--- config.mk ---
export PLATFORM = sky130hd
export DESIGN_NAME = cpu_stage_seq
export DESIGN_NICKNAME = d
export VERILOG_FILES = /design/src/rtl/cpu_stage_seq_pkg.sv /design/src/rtl/cpu_stage_hint_latch.sv /design/src/rtl/cpu_stage_next.sv /design/src/rtl/cpu_stage_enables.sv /design/src/rtl/cpu_stage_seq.sv
export SDC_FILE = /design/constraint.sdc
export NUM_CORES = 1
export LEC_CHECK = 0
export BUFFER_PORTS_ARGS = -buffer_cell sky130_fd_sc_hd__buf_2
export CAP_MARGIN = 25
export CORE_AREA = 4 4 41 43
export DETAILED_ROUTE_END_ITERATION = 7
export DIE_AREA = 0 0 45 47
export SKIP_LAST_GASP = 1
export SLEW_MARGIN = 20
export SYNTH_ARGS = -nofsm -noshare
export SYNTH_HDL_FRONTEND = slang
export SYNTH_SLANG_ARGS = --single-unit
export TNS_END_PERCENT = 30
--- constraint.sdc ---
create_clock -name clk -period 3.6 [get_ports clk]
set_clock_uncertainty 0.15 [all_clocks]
set_input_delay 0.18 -clock clk [delete_from_list [all_inputs] [get_ports clk]]
set_output_delay 0.18 -clock clk [all_outputs]
set_load 0.01 [all_outputs]
--- src/rtl/cpu_stage_seq_pkg.sv ---
package cpu_stage_seq_pkg;

    typedef enum logic [2:0] {
        ST_FETCH  = 3'd0,
        ST_DECODE = 3'd1,
        ST_EXEC   = 3'd2,
        ST_MEM    = 3'd3,
        ST_WB     = 3'd4,
        ST_IRQ    = 3'd5
    } stage_t;

    localparam int STAGE_COUNT = 6;

    typedef struct packed {
        logic long_op;
        logic ldst_op;
    } hint_t;

endpackage

--- src/rtl/cpu_stage_hint_latch.sv ---
module cpu_stage_hint_latch
    import cpu_stage_seq_pkg::*;
(
    input  logic  clk,
    input  logic  rst,
    input  logic  capture,
    input  hint_t hint_in,
    output hint_t hint_q
);

    // Hints are only valid from the decoder during the decode cycle.
    always_ff @(posedge clk) begin
        if (rst) begin
            hint_q <= '0;
        end else if (capture) begin
            hint_q <= hint_in;
        end
    end

endmodule

--- src/rtl/cpu_stage_next.sv ---
module cpu_stage_next
    import cpu_stage_seq_pkg::*;
(
    input  stage_t cur,
    input  hint_t  hint_q,
    input  logic   fetch_done,
    input  logic   mem_done,
    input  logic   alu_busy,
    input  logic   irq_pending,
    output stage_t nxt
);

    always_comb begin
        nxt = cur;
        unique case (cur)
            ST_FETCH:  nxt = fetch_done ? ST_DECODE : ST_FETCH;
            ST_DECODE: nxt = ST_EXEC;
            ST_EXEC: begin
                if (hint_q.long_op && alu_busy) begin
                    nxt = ST_EXEC;
                end else if (hint_q.ldst_op) begin
                    nxt = ST_MEM;
                end else begin
                    nxt = ST_WB;
                end
            end
            ST_MEM:    nxt = mem_done ? ST_WB : ST_MEM;
            ST_WB:     nxt = irq_pending ? ST_IRQ : ST_FETCH;
            ST_IRQ:    nxt = ST_FETCH;
            default:   nxt = ST_FETCH;
        endcase
    end

endmodule

--- src/rtl/cpu_stage_enables.sv ---
module cpu_stage_enables
    import cpu_stage_seq_pkg::*;
(
    input  stage_t                  cur,
    output logic [STAGE_COUNT-1:0]  en_vec
);

    // One bit per stage, indexed by the state encoding.
    for (genvar g = 0; g < STAGE_COUNT; g++) begin : g_en
        assign en_vec[g] = (cur == stage_t'(g));
    end

endmodule

--- src/rtl/cpu_stage_seq.sv ---
module cpu_stage_seq
    import cpu_stage_seq_pkg::*;
(
    input  logic clk,
    input  logic rst,
    input  logic fetch_done,
    input  logic mem_done,
    input  logic dec_long,
    input  logic dec_ldst,
    input  logic alu_busy,
    input  logic irq_pending,
    output logic en_fetch,
    output logic en_decode,
    output logic en_exec,
    output logic en_mem,
    output logic en_wb,
    output logic en_irq
);

    stage_t                 stage_q;
    stage_t                 stage_d;
    hint_t                  hint_q;
    hint_t                  hint_in;
    logic [STAGE_COUNT-1:0] en_vec;

    assign hint_in = '{long_op: dec_long, ldst_op: dec_ldst};

    cpu_stage_hint_latch u_hint (
        .clk     (clk),
        .rst     (rst),
        .capture (stage_q == ST_DECODE),
        .hint_in (hint_in),
        .hint_q  (hint_q)
    );

    cpu_stage_next u_next (
        .cur         (stage_q),
        .hint_q      (hint_q),
        .fetch_done  (fetch_done),
        .mem_done    (mem_done),
        .alu_busy    (alu_busy),
        .irq_pending (irq_pending),
        .nxt         (stage_d)
    );

    // State register.
    always_ff @(posedge clk) begin
        if (rst) begin
            stage_q <= ST_FETCH;
        end else begin
            stage_q <= stage_d;
        end
    end

    cpu_stage_enables u_en (
        .cur    (stage_q),
        .en_vec (en_vec)
    );

    // Output mapping.
    always_comb begin
        en_fetch  = en_vec[ST_FETCH];
        en_decode = en_vec[ST_DECODE];
        en_exec   = en_vec[ST_EXEC];
        en_mem    = en_vec[ST_MEM];
        en_wb     = en_vec[ST_WB];
        en_irq    = en_vec[ST_IRQ];
    end

endmodule

==> impl_metrics.env <==
export IMPL_status="finished, final reports clean"
export IMPL_vias_per_cell=4.375
export IMPL_cp_max_fo=9
export IMPL_maxCapViolations=0
export IMPL_reg2regPathDepth=3
export IMPL_rrSetupSlack_ns=2.21
export IMPL_drive_gt1_share_pct=40.82
export IMPL_fp_dieW_um=45
export IMPL_worstMarginPinSlew_ns=0.3731
export IMPL_die_h_um=47
export IMPL_synth_seq_cells=5
export IMPL_wl_um=603
export IMPL_cts_made_buffers=3
export IMPL_routed_top_layer="met3"
export IMPL_port_buffers=13
export IMPL_yosys_warnings=0
export IMPL_synthToLayoutAreaGrowth_pct=39.32
export IMPL_end_kind="output port"
export IMPL_ys_types=23
export IMPL_max_clock_path_buffers=2
export IMPL_synth_common_cells="dfxtp_1 (5), a21oi_1 (3), nor2_1 (3)"
export IMPL_clkTransAtPathRegs_ns=0.04
export IMPL_grt_pass1_wl_um=952
export IMPL_vias=280
export IMPL_ctsHoldBuffers=1
export IMPL_core_rowCount=13
export IMPL_clock_sinks=5
export IMPL_crit_required_ns=3.27
export IMPL_rsz0062_at_grt="false"
export IMPL_hold_viol=0
export IMPL_detail_route_antenna_nets=0
export IMPL_cts_setup_buffers=0
export IMPL_ys_async_sr_fraction_pct=0
export IMPL_nets=58
export IMPL_syn_area_um2=292.8
export IMPL_drt_iter0_drc=0
export IMPL_cts_max_level=1
export IMPL_worstHoldEndpoint="u_hint.hint_q[1]"
export IMPL_max_slew_margin_rel_pct=75.09
export IMPL_dr_wl_met3_um=65
export IMPL_core_um2=1301
export IMPL_worst_setup_path_start_kind="register"
export IMPL_crit_path_cell_trace="nor3b_4 > buf_2"
export IMPL_synthTopCellsByArea="dfxtp_1 (34%), mux2i_1 (6.8%), nor3b_4 (6.4%)"
export IMPL_r2r_end="stage_q[0]"
export IMPL_max_clock_freq_mhz=665.5
export IMPL_antenna_cells=0
export IMPL_firstDrtPassIters=1
export IMPL_power_density_nw_per_um2=379.8
export IMPL_synthCells=32
export IMPL_slowest_delay_ns=0.47
export IMPL_grtUsageTotal_pct=6.561
export IMPL_root_buffer="clkbuf_4"
export IMPL_p_leak_nw=0.1939
export IMPL_synth_edff_count=0
export IMPL_dieArea_um2=2115
export IMPL_startpoint="stage_q[0]"
export IMPL_period_share_pct=41.74
export IMPL_ys_flop_type="dfxtp_1"
export IMPL_slew_violations=0
export IMPL_crit_slowest_cell="dfxtp_1"
export IMPL_m1WireLength_um=272
export IMPL_seq_area_frac_synth_pct=34.19
export IMPL_wire_per_inst_um=9.422
export IMPL_io_pins=14
export IMPL_tns_ns=0
export IMPL_insertion_delay_ns=0.23
export IMPL_whs_ns=0.04437
export IMPL_fill_cells=148
export IMPL_final_area_um2=407.9
export IMPL_syn_nets=40
export IMPL_place_gp_congestion=0.7197
export IMPL_min_from="dec_long"
export IMPL_path_class="reg2out"
export IMPL_cts_tree="built"
export IMPL_grt_max_degree=11
export IMPL_netlist_top_cell_by_area="dfxtp_1"
export IMPL_place_hpwl_um=511.5
export IMPL_overflow=0
export IMPL_synth_top_area_share_pct=34.19
export IMPL_worstHoldPathType="in2reg"
export IMPL_place_area_um2=371.6
export IMPL_period_minus_slack_ns=1.503
export IMPL_setup_viol=0
export IMPL_grt_pass1_vias=246
export IMPL_worstReg2RegStart="stage_q[2]"
export IMPL_peakVddDrop_mv=0.1482
export IMPL_cts_resized=0
export IMPL_regArea_um2=100.1
export IMPL_hold_depth=3
export IMPL_initial_core_util_pct=22.50
export IMPL_wl_met2_um=265
export IMPL_yosysMostFrequentCell="dfxtp_1"
export IMPL_antenna_found_initial=0
export IMPL_worst_ep_arrival_time_ns=1.17
export IMPL_avgSynthCellArea_um2=9.149
export IMPL_multi_input_area_um2=183.9
export IMPL_route_detailed_drc=0
## worst max-delay path by stage
| stage | endpoint | slack [ns] | cells after the start |
|---|---|---|---|
| 6_report | en_decode | 2.10 | 2 |
| 3_3_place_gp | stage_q[0] | 2.23 | 3 |
| 2_1_floorplan | stage_q[0] | 2.32 | 4 |
| 3_5_place_dp | stage_q[0] | 2.21 | 3 |
| 4_1_cts | en_decode | 2.08 | 2 |
| 5_1_grt | en_decode | 2.01 | 2 |
## routing by layer
layer / up-vias / global-route usage [%]
met5: - / 0
met4: 0 / 3.509
met3: 0 / 4.981
met2: 8 / 8.757
met1: 116 / 7.517
li1: 156 / -
## stage by stage
stage | util [%] | setup slack [ns] | instances | power, mW
after global routing | 31.35 | 2.005 | 64 | 0.1679
final | 31.35 | 2.097 | 64 | 0.1549
after global placement | 28.56 | 2.233 | 59 | 0.09351
after CTS | 31.35 | 2.078 | 64 | 0.1588
after floorplan | - | 2.320 | 32 | 0.08260
after detailed placement | 28.56 | 2.213 | 59 | 0.09357
## where the power goes
part	internal, mW	leakage, nW	switching (mW)	total (mW)
Sequential	0.0593	0.0409	0.00644	0.0657
Clock	0.0417	0.0150	0.0201	0.0618
Combinational	0.0154	0.138	0.0120	0.0274
Total	0.116	0.194	0.0385	0.155
## registers in the layout, summed over array words and instances (netlist names)
register       flops
stage_q            3
u_hint.hint_q      2
## critical path, delay by kind of cell, from the launching register on
kind,cells,cell delay (ns)
buffers and inverters,1,0.17
DFF,1,0.47
and+or+nand+nor,1,0.30
## layout make-up
class | instances | area share (%)
clock buffers | 4 | 6.442
inverters | 1 | 0.9202
multi-input cells | 25 | 45.09
flip-flops and latches | 5 | 24.54
well taps | 15 | 4.601
repair buffers | 14 | 18.40
## cell usage in the layout, fill, tap and decap left out
master,count
inv_1,1
mux2i_1,2
nand2_1,1
clkbuf_1,1
o21ai_0,1
dfxtp_1,5
a32oi_1,1
dlygate4sd3_1,1
a21o_1,1
nor3_1,1
nor3b_4,1
and3b_2,1
clkbuf_4,3
buf_2,13
nor4_1,1
a22oi_1,1
nand2b_1,1
and2_1,1
nand3b_1,1
nor2_1,3
nor3b_2,1
and3b_1,1
a21oi_1,3
mux2_1,1
and3_2,1
nand3_1,1
## cells by family (layout without fill, tap and decap cells)
logic type / count (synthesis) / in the layout / synth area share, %
buffers and inverters: 2 / 19 / 2.989
AND/OR/NAND/NOR: 15 / 15 / 37.18
multiplexers: 3 / 3 / 10.68
AO/OA/AOI/OAI: 7 / 7 / 14.96
flip-flops: 5 / 5 / 34.19
Note: power is estimated with default switching activity, not from simulation.
